## src/rtl/hbp_pkg.sv

```systemverilog
package hbp_pkg;
  typedef logic [1:0] ctr2_t;

  localparam ctr2_t CTR_WEAK_NT = 2'b01;
  localparam ctr2_t CTR_WEAK_T  = 2'b10;

  // saturating step: up moves toward 3, down toward 0
  function automatic ctr2_t ctr_step(ctr2_t c, logic up);
    if (up) return (c == 2'b11) ? c : c + 2'd1;
    return (c == 2'b00) ? c : c - 2'd1;
  endfunction
endpackage

```

## src/rtl/hbp_ctr_table.sv

```systemverilog
module hbp_ctr_table
  import hbp_pkg::*;
#(
  parameter int    IDX_W = 4,
  parameter ctr2_t INIT  = CTR_WEAK_NT
) (
  input  logic             clk,
  input  logic             rst_n,
  input  logic [IDX_W-1:0] rd_idx,
  output logic             rd_hi,
  input  logic             wr_en,
  input  logic [IDX_W-1:0] wr_idx,
  input  logic             wr_up
);
  localparam int DEPTH = 1 << IDX_W;

  ctr2_t ctr_q [DEPTH];

  assign rd_hi = ctr_q[rd_idx][1];

  always_ff @(posedge clk) begin
    if (!rst_n) begin
      for (int i = 0; i < DEPTH; i++) ctr_q[i] <= INIT;
    end else if (wr_en) begin
      ctr_q[wr_idx] <= ctr_step(ctr_q[wr_idx], wr_up);
    end
  end
endmodule

```

## src/rtl/hbp_hist_table.sv

```systemverilog
module hbp_hist_table #(
  parameter int IDX_W  = 4,
  parameter int HIST_W = 4
) (
  input  logic              clk,
  input  logic              rst_n,
  input  logic [IDX_W-1:0]  rd_idx,
  output logic [HIST_W-1:0] rd_hist,
  input  logic [IDX_W-1:0]  wr_idx,
  output logic [HIST_W-1:0] wr_hist,
  input  logic              wr_en,
  input  logic              wr_bit
);
  localparam int DEPTH = 1 << IDX_W;

  logic [HIST_W-1:0] hist_q [DEPTH];

  assign rd_hist = hist_q[rd_idx];
  assign wr_hist = hist_q[wr_idx];

  always_ff @(posedge clk) begin
    if (!rst_n) begin
      for (int i = 0; i < DEPTH; i++) hist_q[i] <= '0;
    end else if (wr_en) begin
      hist_q[wr_idx] <= {hist_q[wr_idx][HIST_W-2:0], wr_bit};
    end
  end
endmodule

```

## src/rtl/hbp_top.sv

```systemverilog
module hbp_top
  import hbp_pkg::*;
#(
  parameter int PC_W      = 16,
  parameter int IDX_W     = 4,
  parameter int LHIST_W   = 4,
  parameter int GHIST_W   = 4,
  parameter int SHORT_W   = 2,
  parameter int PAIR_MODE = 0
) (
  input  logic            clk,
  input  logic            rst_n,
  input  logic            req_valid,
  output logic            req_ready,
  input  logic [PC_W-1:0] req_pc,
  output logic            rsp_valid,
  input  logic            rsp_ready,
  output logic            rsp_taken,
  output logic            rsp_pred_a,
  output logic            rsp_pred_b,
  input  logic            upd_valid,
  input  logic [PC_W-1:0] upd_pc,
  input  logic            upd_taken,
  input  logic            upd_pred_a,
  input  logic            upd_pred_b
);
  localparam int AIDX_W = (PAIR_MODE == 0) ? LHIST_W : SHORT_W;

  logic [IDX_W-1:0]   rd_slot, wr_slot;
  logic [GHIST_W-1:0] ghist_q;
  logic [AIDX_W-1:0]  a_rd_idx, a_wr_idx;
  logic               a_hi, b_hi, sel_b;
  logic               accept;
  logic               unused_pc_hi;

  assign rd_slot      = req_pc[IDX_W-1:0];
  assign wr_slot      = upd_pc[IDX_W-1:0];
  assign unused_pc_hi = ^{req_pc, upd_pc};

  // global outcome history, newest in bit 0
  always_ff @(posedge clk) begin
    if (!rst_n) ghist_q <= '0;
    else if (upd_valid) ghist_q <= {ghist_q[GHIST_W-2:0], upd_taken};
  end

  generate
    if (PAIR_MODE == 0) begin : g_local
      logic [LHIST_W-1:0] lh_rd, lh_wr;
      hbp_hist_table #(.IDX_W(IDX_W), .HIST_W(LHIST_W)) u_lhist (
        .clk     (clk),
        .rst_n   (rst_n),
        .rd_idx  (rd_slot),
        .rd_hist (lh_rd),
        .wr_idx  (wr_slot),
        .wr_hist (lh_wr),
        .wr_en   (upd_valid),
        .wr_bit  (upd_taken)
      );
      assign a_rd_idx = lh_rd;
      assign a_wr_idx = lh_wr;
    end else begin : g_short
      assign a_rd_idx = ghist_q[SHORT_W-1:0];
      assign a_wr_idx = ghist_q[SHORT_W-1:0];
    end
  endgenerate

  hbp_ctr_table #(.IDX_W(AIDX_W), .INIT(CTR_WEAK_NT)) u_comp_a (
    .clk    (clk),
    .rst_n  (rst_n),
    .rd_idx (a_rd_idx),
    .rd_hi  (a_hi),
    .wr_en  (upd_valid),
    .wr_idx (a_wr_idx),
    .wr_up  (upd_taken)
  );

  hbp_ctr_table #(.IDX_W(GHIST_W), .INIT(CTR_WEAK_NT)) u_comp_b (
    .clk    (clk),
    .rst_n  (rst_n),
    .rd_idx (ghist_q),
    .rd_hi  (b_hi),
    .wr_en  (upd_valid),
    .wr_idx (ghist_q),
    .wr_up  (upd_taken)
  );

  // chooser: moves only on disagreement, toward B when B was right
  hbp_ctr_table #(.IDX_W(IDX_W), .INIT(CTR_WEAK_T)) u_chooser (
    .clk    (clk),
    .rst_n  (rst_n),
    .rd_idx (rd_slot),
    .rd_hi  (sel_b),
    .wr_en  (upd_valid && (upd_pred_a != upd_pred_b)),
    .wr_idx (wr_slot),
    .wr_up  (upd_pred_b == upd_taken)
  );

  // one-entry response stage
  assign req_ready = !rsp_valid || rsp_ready;
  assign accept    = req_valid && req_ready;

  always_ff @(posedge clk) begin
    if (!rst_n) begin
      rsp_valid  <= 1'b0;
      rsp_taken  <= 1'b0;
      rsp_pred_a <= 1'b0;
      rsp_pred_b <= 1'b0;
    end else if (accept) begin
      rsp_valid  <= 1'b1;
      rsp_taken  <= sel_b ? b_hi : a_hi;
      rsp_pred_a <= a_hi;
      rsp_pred_b <= b_hi;
    end else if (rsp_ready) begin
      rsp_valid  <= 1'b0;
    end
  end
endmodule

```

## config.mk

```make
export PLATFORM = sky130hd
export DESIGN_NAME = hbp_top
export DESIGN_NICKNAME = d
export VERILOG_FILES = /design/src/rtl/hbp_pkg.sv /design/src/rtl/hbp_ctr_table.sv /design/src/rtl/hbp_hist_table.sv /design/src/rtl/hbp_top.sv
export SDC_FILE = /design/constraint.sdc
export NUM_CORES = 1
export LEC_CHECK = 0
export ABC_AREA = 1
export BUFFER_PORTS_ARGS = -buffer_cell sky130_fd_sc_hd__buf_2
export CORE_MARGIN = 3
export CORE_UTILIZATION = 62
export CTS_CLUSTER_DIAMETER = 80
export DETAILED_ROUTE_END_ITERATION = 7
export PLACE_DENSITY_LB_ADDON = 0.1
export SLEW_MARGIN = 0
export SYNTH_ARGS = -nofsm -noshare
export SYNTH_HDL_FRONTEND = slang
export SYNTH_SLANG_ARGS = --single-unit
```

## constraint.sdc

```tcl
create_clock -name clk -period 2.3 [get_ports clk]
set_input_delay 0.115 -clock clk [delete_from_list [all_inputs] [get_ports clk]]
set_output_delay 0.115 -clock clk [all_outputs]
set_load 0.01 [all_outputs]
```

==> flow_summary.toml, run 1 <==
[yosys]
synth-edff-count = 160
synth_seq_cells = 172
synth.avg_cell_area_um2 = 8.063
synthFlopType = "edfxtp_1"
synth_sequential_area_ratio_pct = 53.43
syn_inst = 1171
yosysWarnings = 0
synthDistinctLibCells = 34
synth_nets = 1211
async_reset_ff_share_pct = 0
syn_area_mm2 = 0.009442

[cells_and_area]
num_antenna_cells = 0
mostFrequentLayoutCells = "328 x nand2_1, 181 x nor2_1, 160 x edfxtp_1"
multiInputGateArea_mm2 = 0.003734
ff_latch_area_mm2 = 0.005045
area_delta_synth_final_pct = 14.27
layout_commonest_cell = "nand2_1"
nFillCells = 1125
fin_util_pct = 73.40
design_area_mm2 = 0.01079
num-nets-final = 1255
drive_above_1_share_pct = 13.11

[sta]
worst_clock_skew_ns = 0.007251
drv_slew = 0
setup_slack_ns = -0.003612
finalSetupTns_ns = -0.003612
max_freq_mhz = 434.1
rsz0062_at_grt = "true"
min_period_ns = 2.304
setup_viol_count_final = 1
fin_crit_sh_pct = 100.2
hold_violations = 0
max_slew.worst_pin.slew_ns = 0.8312
maxSlewHeadroom_pct = 44.59

[critical_path]
reg2reg_to = "u_comp_a.ctr_q[3][1]$_SDFFCE_PN0P_"
cp_slowest_cell = "edfxtp_1"
crit_end = "u_comp_a.ctr_q[3][1]$_SDFFCE_PN0P_"
path_buf_inv = 1
startpoint = "g_local.u_lhist.hist_q[11][1]$_SDFFCE_PN0P_"
criticalPathCategory = "register to register"
reg2regPathDepth = 13
r2r_start = "g_local.u_lhist.hist_q[11][1]$_SDFFCE_PN0P_"
critPathLaunchType = "register"
cp_data_arrival_time_ns = 2.49
endpoint_kind = "register"
cpMostUsedCell = "nand3_1"
path_delay_family = "simple AND/OR/NAND/NOR gates"
worst_ep_required_time_ns = 2.48
cp_num_cells = 13
rrSetupSlack_ns = -0.004
worstPathCellList = "nand3_1 -> nand4_1 -> nand2_1 -> nand2_2 -> nor2_4 -> clkbuf_4 -> nand3_1 -> nand3_1 -> nand2_1 -> nor2_4 -> nand2_4 -> nand2_8 -> nor2_1"
slowest_delay_ns = 0.40
worstPathMaxFanout = 8

[outcome]
failed_checks = "setup timing"
status = "finished, violations left"

[detailed_routing]
drc = 0
via_count = 8298
drt_iter0_drc = 1155
firstDrtPassIters = 6
ant_nets = 0
vias_per_cell = 5.877
wl_per_cell_um = 17.82
routed_wl_mm = 25.16

[global_route]
grt.met1_usage_pct = 42.90
grt_util_met2_pct = 46.59
use_met3_pct = 5.359
grt_use_total_pct = 30.07
grt_pass1_wl_mm = 38.71
top_usage_layer = "met2"
grt_pass1_vias = 7546
grt_overflow_total = 0
antenna_found_initial = 0
grt_max_degree = 70

[floorplanning]
core_area_mm2 = 0.01470
rows = 44
die_w_um = 129.4
die-area_mm2 = 0.01675
die_h_um = 129.4
initial_utilization_pct = 64.23
ios = 45

[placed_design]
pre_cts_ws_ns = -0.08919
dpl_cell_area_mm2 = 0.009936
io_buffer_count = 20
place_hpwl_mm = 16.48
gp_congestion = 0.9377

[clocking]
cts.sinks = 172
cts_tree = "yes"
cts.path.max_buffers = 2
clockRootBuffer = "clkbuf_16"
cts_buffers = 17
htree_num_levels = 4
clock_latency_ns = 0.43
clkTransAtPathRegs_ns = 0.07

[power_and_ir_drop]
seqPwrFrac_pct = 46.6
clkPwrFrac_pct = 36.1
power.internal_w = 0.005526
power_switching_w = 0.002187
comb_power_share_pct = 17.3
p_sw_share_pct = 28.35
peakVddDrop_mv = 0.5969
power_leakage_nw = 4.280
power_density_mw_per_mm2 = 714.9

[hold_path]
hold_class = "input pin to register"

[run]
maxCapViolations = 0
-- final cells by class --
| cell class | count | share of cell area [%] |
|---|---|---|
| clock buffer | 23 | 4.639 |
| clock inverter | 9 | 0.6610 |
| inverter | 146 | 5.149 |
| multi-input combinational | 800 | 34.61 |
| sequential | 172 | 46.76 |
| tap | 184 | 2.134 |
| timing repair buffer | 78 | 6.054 |
-- cells by family (layout without fill, tap and decap cells) --
kind of cell	after synthesis	in the layout	share of synthesized area, %
compound gates	76	76	5.023
simple gates	712	714	31.80
mux	8	8	0.8482
flops	172	172	53.43
buf+inv	201	256	8.707
xor+xnor	2	2	0.1856
-- synthesized netlist by cell type (3+ instances only) --
| cell type | count | area [um2] |
|---|---|---|
| buf_2 | 8 | 40.04 |
| dfxtp_1 | 12 | 240.2 |
| buf_4 | 7 | 52.55 |
| inv_2 | 4 | 15.01 |
| nand3b_1 | 4 | 30.03 |
| a22oi_1 | 8 | 60.06 |
| nor2_4 | 3 | 33.78 |
| o211ai_1 | 15 | 112.6 |
| nor2_1 | 185 | 694.4 |
| mux2i_1 | 8 | 80.08 |
| o22ai_1 | 3 | 18.77 |
| inv_1 | 141 | 529.3 |
| nand4_1 | 14 | 87.58 |
| o21ai_0 | 24 | 120.1 |
| a21oi_1 | 17 | 85.08 |
| nand2_1 | 334 | 1254 |
| nand3_1 | 134 | 670.6 |
| nor3_1 | 12 | 60.06 |
| edfxtp_1 | 160 | 4805 |
| clkbuf_1 | 36 | 135.1 |
| nor2_2 | 14 | 87.58 |
| nand2_2 | 10 | 62.56 |
-- power by group through the flow --
| stage | Clock, W | Sequential [W] | Combinational [W] |
|---|---|---|---|
| after floorplan | 0 | 0.00363 | 0.000773 |
| after global placement | 0 | 0.00365 | 0.00110 |
| after detailed placement | 0 | 0.00366 | 0.00112 |
| after CTS | 0.00278 | 0.00359 | 0.00114 |
| after global routing | 0.00293 | 0.00360 | 0.00144 |
| final | 0.00279 | 0.00359 | 0.00134 |
-- worst min-delay path, cell delays in order --
cell and delay [ns]:
buf_2 0.08, nand2_1 0.11, nand2_1 0.08, a21oi_1 0.05
-- metrics by stage --
stage / power (W) / hold WS (ns) / instances
4_1_cts: 0.007517 / 0.05019 / 1404
6_report: 0.007714 / 0.06133 / 1412
2_1_floorplan: 0.004403 / 0.3385 / 1171
5_1_grt: 0.007971 / 0.06322 / 1412
3_3_place_gp: 0.004755 / 0.4191 / 1370
3_5_place_dp: 0.004776 / 0.4355 / 1370
-- worst min path at each step --
stage / slack [ns] / from / endpoint / cells past startpoint
after detailed placement: 0.44 / upd_valid / ghist_q[2]$_SDFFE_PN0P_ / 2
final: 0.06 / req_valid / rsp_taken$_SDFFE_PN0P_ / 4
after CTS: 0.05 / req_valid / rsp_taken$_SDFFE_PN0P_ / 4
after global placement: 0.42 / rsp_ready / rsp_valid$_SDFFE_PN0P_ / 4
after global routing: 0.06 / req_valid / rsp_taken$_SDFFE_PN0P_ / 4
after floorplan: 0.34 / req_valid / rsp_valid$_SDFFE_PN0P_ / 2
-- flip-flops by register name, summed over array words and instances (netlist names), named ones only --
register,cells
ghist_q,4
rsp_taken,1
rsp_pred_a,1
g_local.u_lhist.hist_q,64
u_comp_b.ctr_q,32
u_chooser.ctr_q,32
rsp_valid,1
u_comp_a.ctr_q,32
rsp_pred_b,1
-- layer usage --
metal | part of all wire, % | vias to the layer above
met1 | 40 | 3784
met3 | 11 | 80
li1 | - | 3898
met4 | 2.9 | 0
met5 | 0 | -
met2 | 46 | 536
-- what timing repair did --
item                                   4_1_cts  5_1_grt
resized for setup                            2       39
setup endpoints to repair                   31       40
cloned                                       0        3
hold buffers                                 2        0
pin swaps                                    0       18
setup buffers                                0        5
endpoints found under the hold margin        5        0
(Power assumes the default switching activity.)
==> inputs of run 2 (changes only) <==
Settings changed: BUFFER_PORTS_ARGS -buffer_cell sky130_fd_sc_hd__buf_2 to unset, CORE_UTILIZATION 62 to 64, DONT_BUFFER_PORTS set to 1, SLEW_MARGIN 0 to 10.
==> flow_summary.toml, run 2 (same netlist as run 1, synthesis figures left out) <==
[floorplanning]
die_h_um = 127.5
ios = 45
initial_utilization_pct = 66.73
rows = 43
die_w_um = 127.5
die-area_mm2 = 0.01625
core_area_mm2 = 0.01415

[global_route]
grt_pass1_wl_mm = 39.13
grt_pass1_vias = 7963
antenna_found_initial = 1
grt_max_degree = 69
grt_use_total_pct = 31.05
grt_overflow_total = 0

[cells_and_area]
largest_register_ff_count = 64
instances_no_fill = 1374
num_antenna_cells = 0
mostFrequentLayoutCells = "334 x nand2_1, 181 x nor2_1, 160 x edfxtp_1"
regMostFlops = "g_local.u_lhist.hist_q"
num-nets-final = 1221
layout_commonest_cell = "nand2_1"
drive_above_1_share_pct = 9.966
area_delta_synth_final_pct = 13.31

[detailed_routing]
drc = 0
vias_per_cell = 6.108
firstDrtPassIters = 6
wl_met3_mm = 3.156
routed_wl_mm = 25.33
via_count = 8393
wl_per_cell_um = 18.44
wl_met2_mm = 11.85
drt-met1-wl_mm = 9.505
drt_iter0_drc = 1236
ant_nets = 0
topRoutingLayerUsed = "met5"

[critical_path]
slowest_delay_ns = 0.40
worstPathCellList = "nand2_1 -> nand2_1 -> nand2_1 -> nand2_1 -> nand2_1 -> nand2_2 -> inv_4 -> nand2_4 -> nand2_1 -> nand3_1 -> nand3_2 -> nand2_4 -> nor2_4 -> nand2_4 -> nand2_4 -> clkbuf_16 -> nand3_1"
critPathLaunchType = "register"
reg2reg_to = "u_comp_a.ctr_q[6][0]$_SDFFCE_PN1P_"
criticalPathCategory = "register to register"
cp_slowest_cell = "edfxtp_1"
worstPathMaxFanout = 8
rrSetupSlack_ns = -0.01
path_buf_inv = 2
path_delay_family = "simple AND/OR/NAND/NOR gates"
reg2regPathDepth = 17
endpoint_kind = "register"
cpMostUsedCell = "nand2_1"
worst_ep_required_time_ns = 2.47
r2r_start = "g_local.u_lhist.hist_q[13][0]$_SDFFCE_PN0P_"
cp_data_arrival_time_ns = 2.48

[sta]
maxSlewHeadroom_pct = 66.29
drv_slew = 0
setup_slack_ns = -0.01038
rsz0062_at_grt = "true"
fin_crit_sh_pct = 100.5
setup_viol_count_final = 3
max_freq_mhz = 432.8
max_slew.worst_pin.slew_ns = 0.5051
min_period_ns = 2.310
worst_clock_skew_ns = 0.007070
hold_violations = 0

[clocking]
clkTransAtPathRegs_ns = 0.07
clockRootBuffer = "clkbuf_16"
cts.path.max_buffers = 2
cts_tree = "yes"
htree_num_levels = 4
cts.sinks = 172
clock_latency_ns = 0.43
cts_buffers = 17

[power_and_ir_drop]
power_w = 0.008286
power_density_mw_per_mm2 = 774.5
power_leakage_nw = 4.187
peakVddDrop_mv = 0.5020

[placed_design]
gp_congestion = 0.9260
place_hpwl_mm = 16.38
place_inst = 1332
io_buffer_count = 0

[hold_path]
holdPathEnd = "u_comp_a.ctr_q[1][0]$_SDFFCE_PN1P_"
hp-start = "upd_taken"
hold_depth = 3
hold_class = "input pin to register"

[run]
maxCapViolations = 0

[outcome]
failed_checks = "setup timing"
status = "finished, violations left"
-- run 2: power by group --
part / leakage (nW) / total, W / internal (W) / switching [W]
combinational: 2.25 / 0.00122 / 0.000413 / 0.000804
clock: 0.345 / 0.00347 / 0.00226 / 0.00121
sequential: 1.60 / 0.00360 / 0.00353 / 0.0000724
-- run 2: layout make-up --
cell class / instances / area, um2
flip-flops and latches: 172 / 5045
inverters: 146 / 553.0
repair buffers: 44 / 474.2
fillers: 1042 / 3452
clock buffers: 17 / 425.4
well taps: 180 / 225.2
multi-input cells: 800 / 3684
clock inverters: 15 / 291.5
-- run 2: timing repair --
item / CTS / global route
cloned: 0 / 4
pin swaps: 0 / 10
buffers inserted: 0 / 1
resized for setup: 1 / 25
endpoints found under the hold margin: 171 / 0
hold buffers: 5 / 0
endpoints found under the setup margin: 30 / 46
-- run 2: stage by stage --
step                cell area (um2)  hold WS, ns  worst slack (ns)  util [%]  setup TNS [ns]
floorplan                      9442       0.3385            0.1990         -               0
global placement               9738       0.2236           0.04123     68.82               0
detailed placement             9738       0.2267          -0.02547     68.82         -0.1066
CTS                           10530       0.1048           0.03383     74.40               0
global route                  10700      0.06666           -0.1217     75.60          -2.305
finish                        10700      0.07256          -0.01038     75.60        -0.02095
-- run 2: tightest hold or removal path, cell delays in order --
cell     delay (ns)
o21ai_4        0.04
buf_6          0.15
nand3_1        0.08
-- run 2: routing by layer --
metal / vias up / GRT usage, %
met5: - / 0
met4: 2 / 12.81
met3: 101 / 7.525
met2: 603 / 49.67
met1: 3855 / 40.95
li1: 3832 / -
-- run 2: worst max-delay path by stage --
stage                                           startpoint                                  end  cells after the start  slack, ns
6_report       g_local.u_lhist.hist_q[13][0]$_SDFFCE_PN0P_   u_comp_a.ctr_q[6][0]$_SDFFCE_PN1P_                     17      -0.01
5_1_grt         g_local.u_lhist.hist_q[2][0]$_SDFFCE_PN0P_  u_comp_a.ctr_q[14][0]$_SDFFCE_PN1P_                     17      -0.12
4_1_cts         g_local.u_lhist.hist_q[2][0]$_SDFFCE_PN0P_   u_comp_a.ctr_q[2][1]$_SDFFCE_PN0P_                     16       0.03
3_5_place_dp    g_local.u_lhist.hist_q[9][0]$_SDFFCE_PN0P_   u_comp_a.ctr_q[1][1]$_SDFFCE_PN0P_                     16      -0.03
3_3_place_gp    g_local.u_lhist.hist_q[9][0]$_SDFFCE_PN0P_   u_comp_a.ctr_q[2][1]$_SDFFCE_PN0P_                     16       0.04
2_1_floorplan                                     register   u_comp_b.ctr_q[0][1]$_SDFFCE_PN0P_                     12       0.20
==> inputs of run 3 (changes only) <==
Settings changed: CORE_UTILIZATION 64 to 66, CTS_BUF_LIST set to sky130_fd_sc_hd__clkbuf_4.
==> flow_summary.toml, run 3 (same netlist as run 1, synthesis figures left out) <==
[clocking]
cts_tree = "yes"
cts.path.max_buffers = 2
clkTransAtPathRegs_ns = 0.14
htree_num_levels = 4
cts.sinks = 172
clockRootBuffer = "clkbuf_4"
clock_latency_ns = 0.59
cts_buffers = 17

[power_and_ir_drop]
power_leakage_nw = 4.102
peakVddDrop_mv = 0.3614
power_density_mw_per_mm2 = 614.3

[sta]
worst_clock_skew_ns = 0.01821
max_freq_mhz = 413.8
finalSetupTns_ns = -2.121
maxSlewHeadroom_pct = 73.72
setup_viol_count_final = 32
setup_slack_ns = -0.1166
max_slew.worst_pin.slew_ns = 0.3937
rsz0062_at_grt = "true"
drv_slew = 0
hold_violations = 0
min_period_ns = 2.417
fin_crit_sh_pct = 105.1

[critical_path]
reg2reg_to = "u_comp_a.ctr_q[4][0]$_SDFFCE_PN1P_"
cp_data_arrival_time_ns = 2.76
startpoint = "g_local.u_lhist.hist_q[14][0]$_SDFFCE_PN0P_"
r2r_start = "g_local.u_lhist.hist_q[14][0]$_SDFFCE_PN0P_"
reg2regPathDepth = 17
criticalPathCategory = "register to register"
rrSetupSlack_ns = -0.12
crit_end = "u_comp_a.ctr_q[4][0]$_SDFFCE_PN1P_"
endpoint_kind = "register"
worstPathMaxFanout = 6
critPathLaunchType = "register"
worst_ep_required_time_ns = 2.64

[cells_and_area]
instances_no_fill = 1391
area_delta_synth_final_pct = 12.09
mostFrequentLayoutCells = "322 x nand2_1, 177 x nor2_1, 160 x edfxtp_1"
drive_above_1_share_pct = 14.30
regMostFlops = "g_local.u_lhist.hist_q"
largest_register_ff_count = 64
layout_commonest_cell = "nand2_1"
num-nets-final = 1237

[hold_path]
hold_class = "input pin to register"

[global_route]
grt_max_degree = 69
grt_pass1_vias = 7747
grt_overflow_total = 0
antenna_found_initial = 1
grt_use_total_pct = 30.96
grt_pass1_wl_mm = 38.20

[placed_design]
place_inst = 1336
io_buffer_count = 0
gp_congestion = 0.9328
place_hpwl_mm = 16.03

[outcome]
failed_checks = "DRC, setup timing"
status = "finished, violations left"

[detailed_routing]
wl_per_cell_um = 17.76
via_count = 8190
firstDrtPassIters = 8
drt_iter0_drc = 1033
routed_wl_mm = 24.70
vias_per_cell = 5.888
ant_nets = 0
drc = 1

[floorplanning]
die_w_um = 125.6
die_h_um = 125.6
die-area_mm2 = 0.01578
ios = 45
initial_utilization_pct = 67.76
core_area_mm2 = 0.01393
rows = 43

[run]
maxCapViolations = 0
run 3: changes by cell type in the layout (fill, tap and decap cells not counted), moves of 12 or more:
cell	before	now
buf_4	30	43
clkbuf_16	19	2
clkbuf_4	0	20
nand2_1	334	322
nand3_1	129	99
nand3_2	5	33
run 3: layer usage:
| metal | part of all wire [%] | vias up | global-route usage (%) |
|---|---|---|---|
| met4 | 4.4 | 0 | 14.67 |
| met1 | 38 | 3783 | 39.84 |
| met2 | 48 | 446 | 50.76 |
| met3 | 9.7 | 100 | 6.151 |
| met5 | 0 | - | 0 |
| li1 | - | 3861 | - |
run 3: layout make-up:
type                            instances  area, um2
Sequential cell                       172       5046
Clock inverter                         12      98.84
Antenna cell                            1      2.502
Timing Repair Buffer                   62      623.1
Tap cell                              180      225.2
Fill cell                            1005       3352
Multi-Input combinational cell        798       3889
Inverter                              146      548.0
Clock buffer                           20      150.1
run 3: power breakdown:
| group | leakage [nW] | switching, W | internal [W] |
|---|---|---|---|
| logic | 2.37 | 0.000850 | 0.000466 |
| registers | 1.60 | 0.0000697 | 0.00352 |
| clock network | 0.140 | 0.00103 | 0.000563 |
run 3: how the worst min path moves through the flow:
stage | cells past startpoint | startpoint | slack (ns) | end
2_1_floorplan | 2 | req_valid | 0.34 | rsp_valid$_SDFFE_PN0P_
3_3_place_gp | 1 | upd_valid | 0.22 | ghist_q[2]$_SDFFE_PN0P_
3_5_place_dp | 1 | upd_valid | 0.23 | ghist_q[2]$_SDFFE_PN0P_
4_1_cts | 5 | req_pc[2] | 0.009 | rsp_taken$_SDFFE_PN0P_
5_1_grt | 5 | req_pc[2] | 0.03 | rsp_taken$_SDFFE_PN0P_
6_report | 5 | req_pc[2] | 0.04 | rsp_taken$_SDFFE_PN0P_
run 3: stage by stage:
stage                     hold WS [ns]  total power [W]  cell area [um2]  worst slack (ns)  utilization (%)
after floorplan                 0.3385         0.004403             9442            0.1990                -
after global placement          0.2224         0.004672             9756           0.07937            70.01
after detailed placement        0.2251         0.004690             9756         0.0004146            70.01
after CTS                     0.008594         0.006330            10210          0.008890            73.26
after global routing           0.02849         0.006771            10580           -0.2517            75.95
final                          0.04373         0.006501            10580           -0.1166            75.95
run 3: repair_timing:
| action | CTS | global route |
|---|---|---|
| pin swaps | 4 | 9 |
| setup endpoints to repair | 16 | 51 |
| gates resized for setup | 8 | 67 |
| cloned | 1 | 2 |
| hold buffers | 9 | 0 |
| buffers inserted | 3 | 8 |
| hold endpoints to repair | 219 | 0 |
run 3: worst max-delay path, stage by stage, from the launching register on:
cell and delay, ns:
edfxtp_1 0.46, nand2_1 0.10, nand2_1 0.06, nand2_1 0.07, nand2_1 0.07, nand2_1 0.07, nand2_2 0.09, buf_6 0.13
nor2_4 0.21, clkbuf_16 0.22, nand2_4 0.05, nand3_2 0.07, nand3_2 0.08, nand2_2 0.12, nor2_4 0.05, nand2_4 0.10
clkbuf_16 0.16, nand3_2 0.06
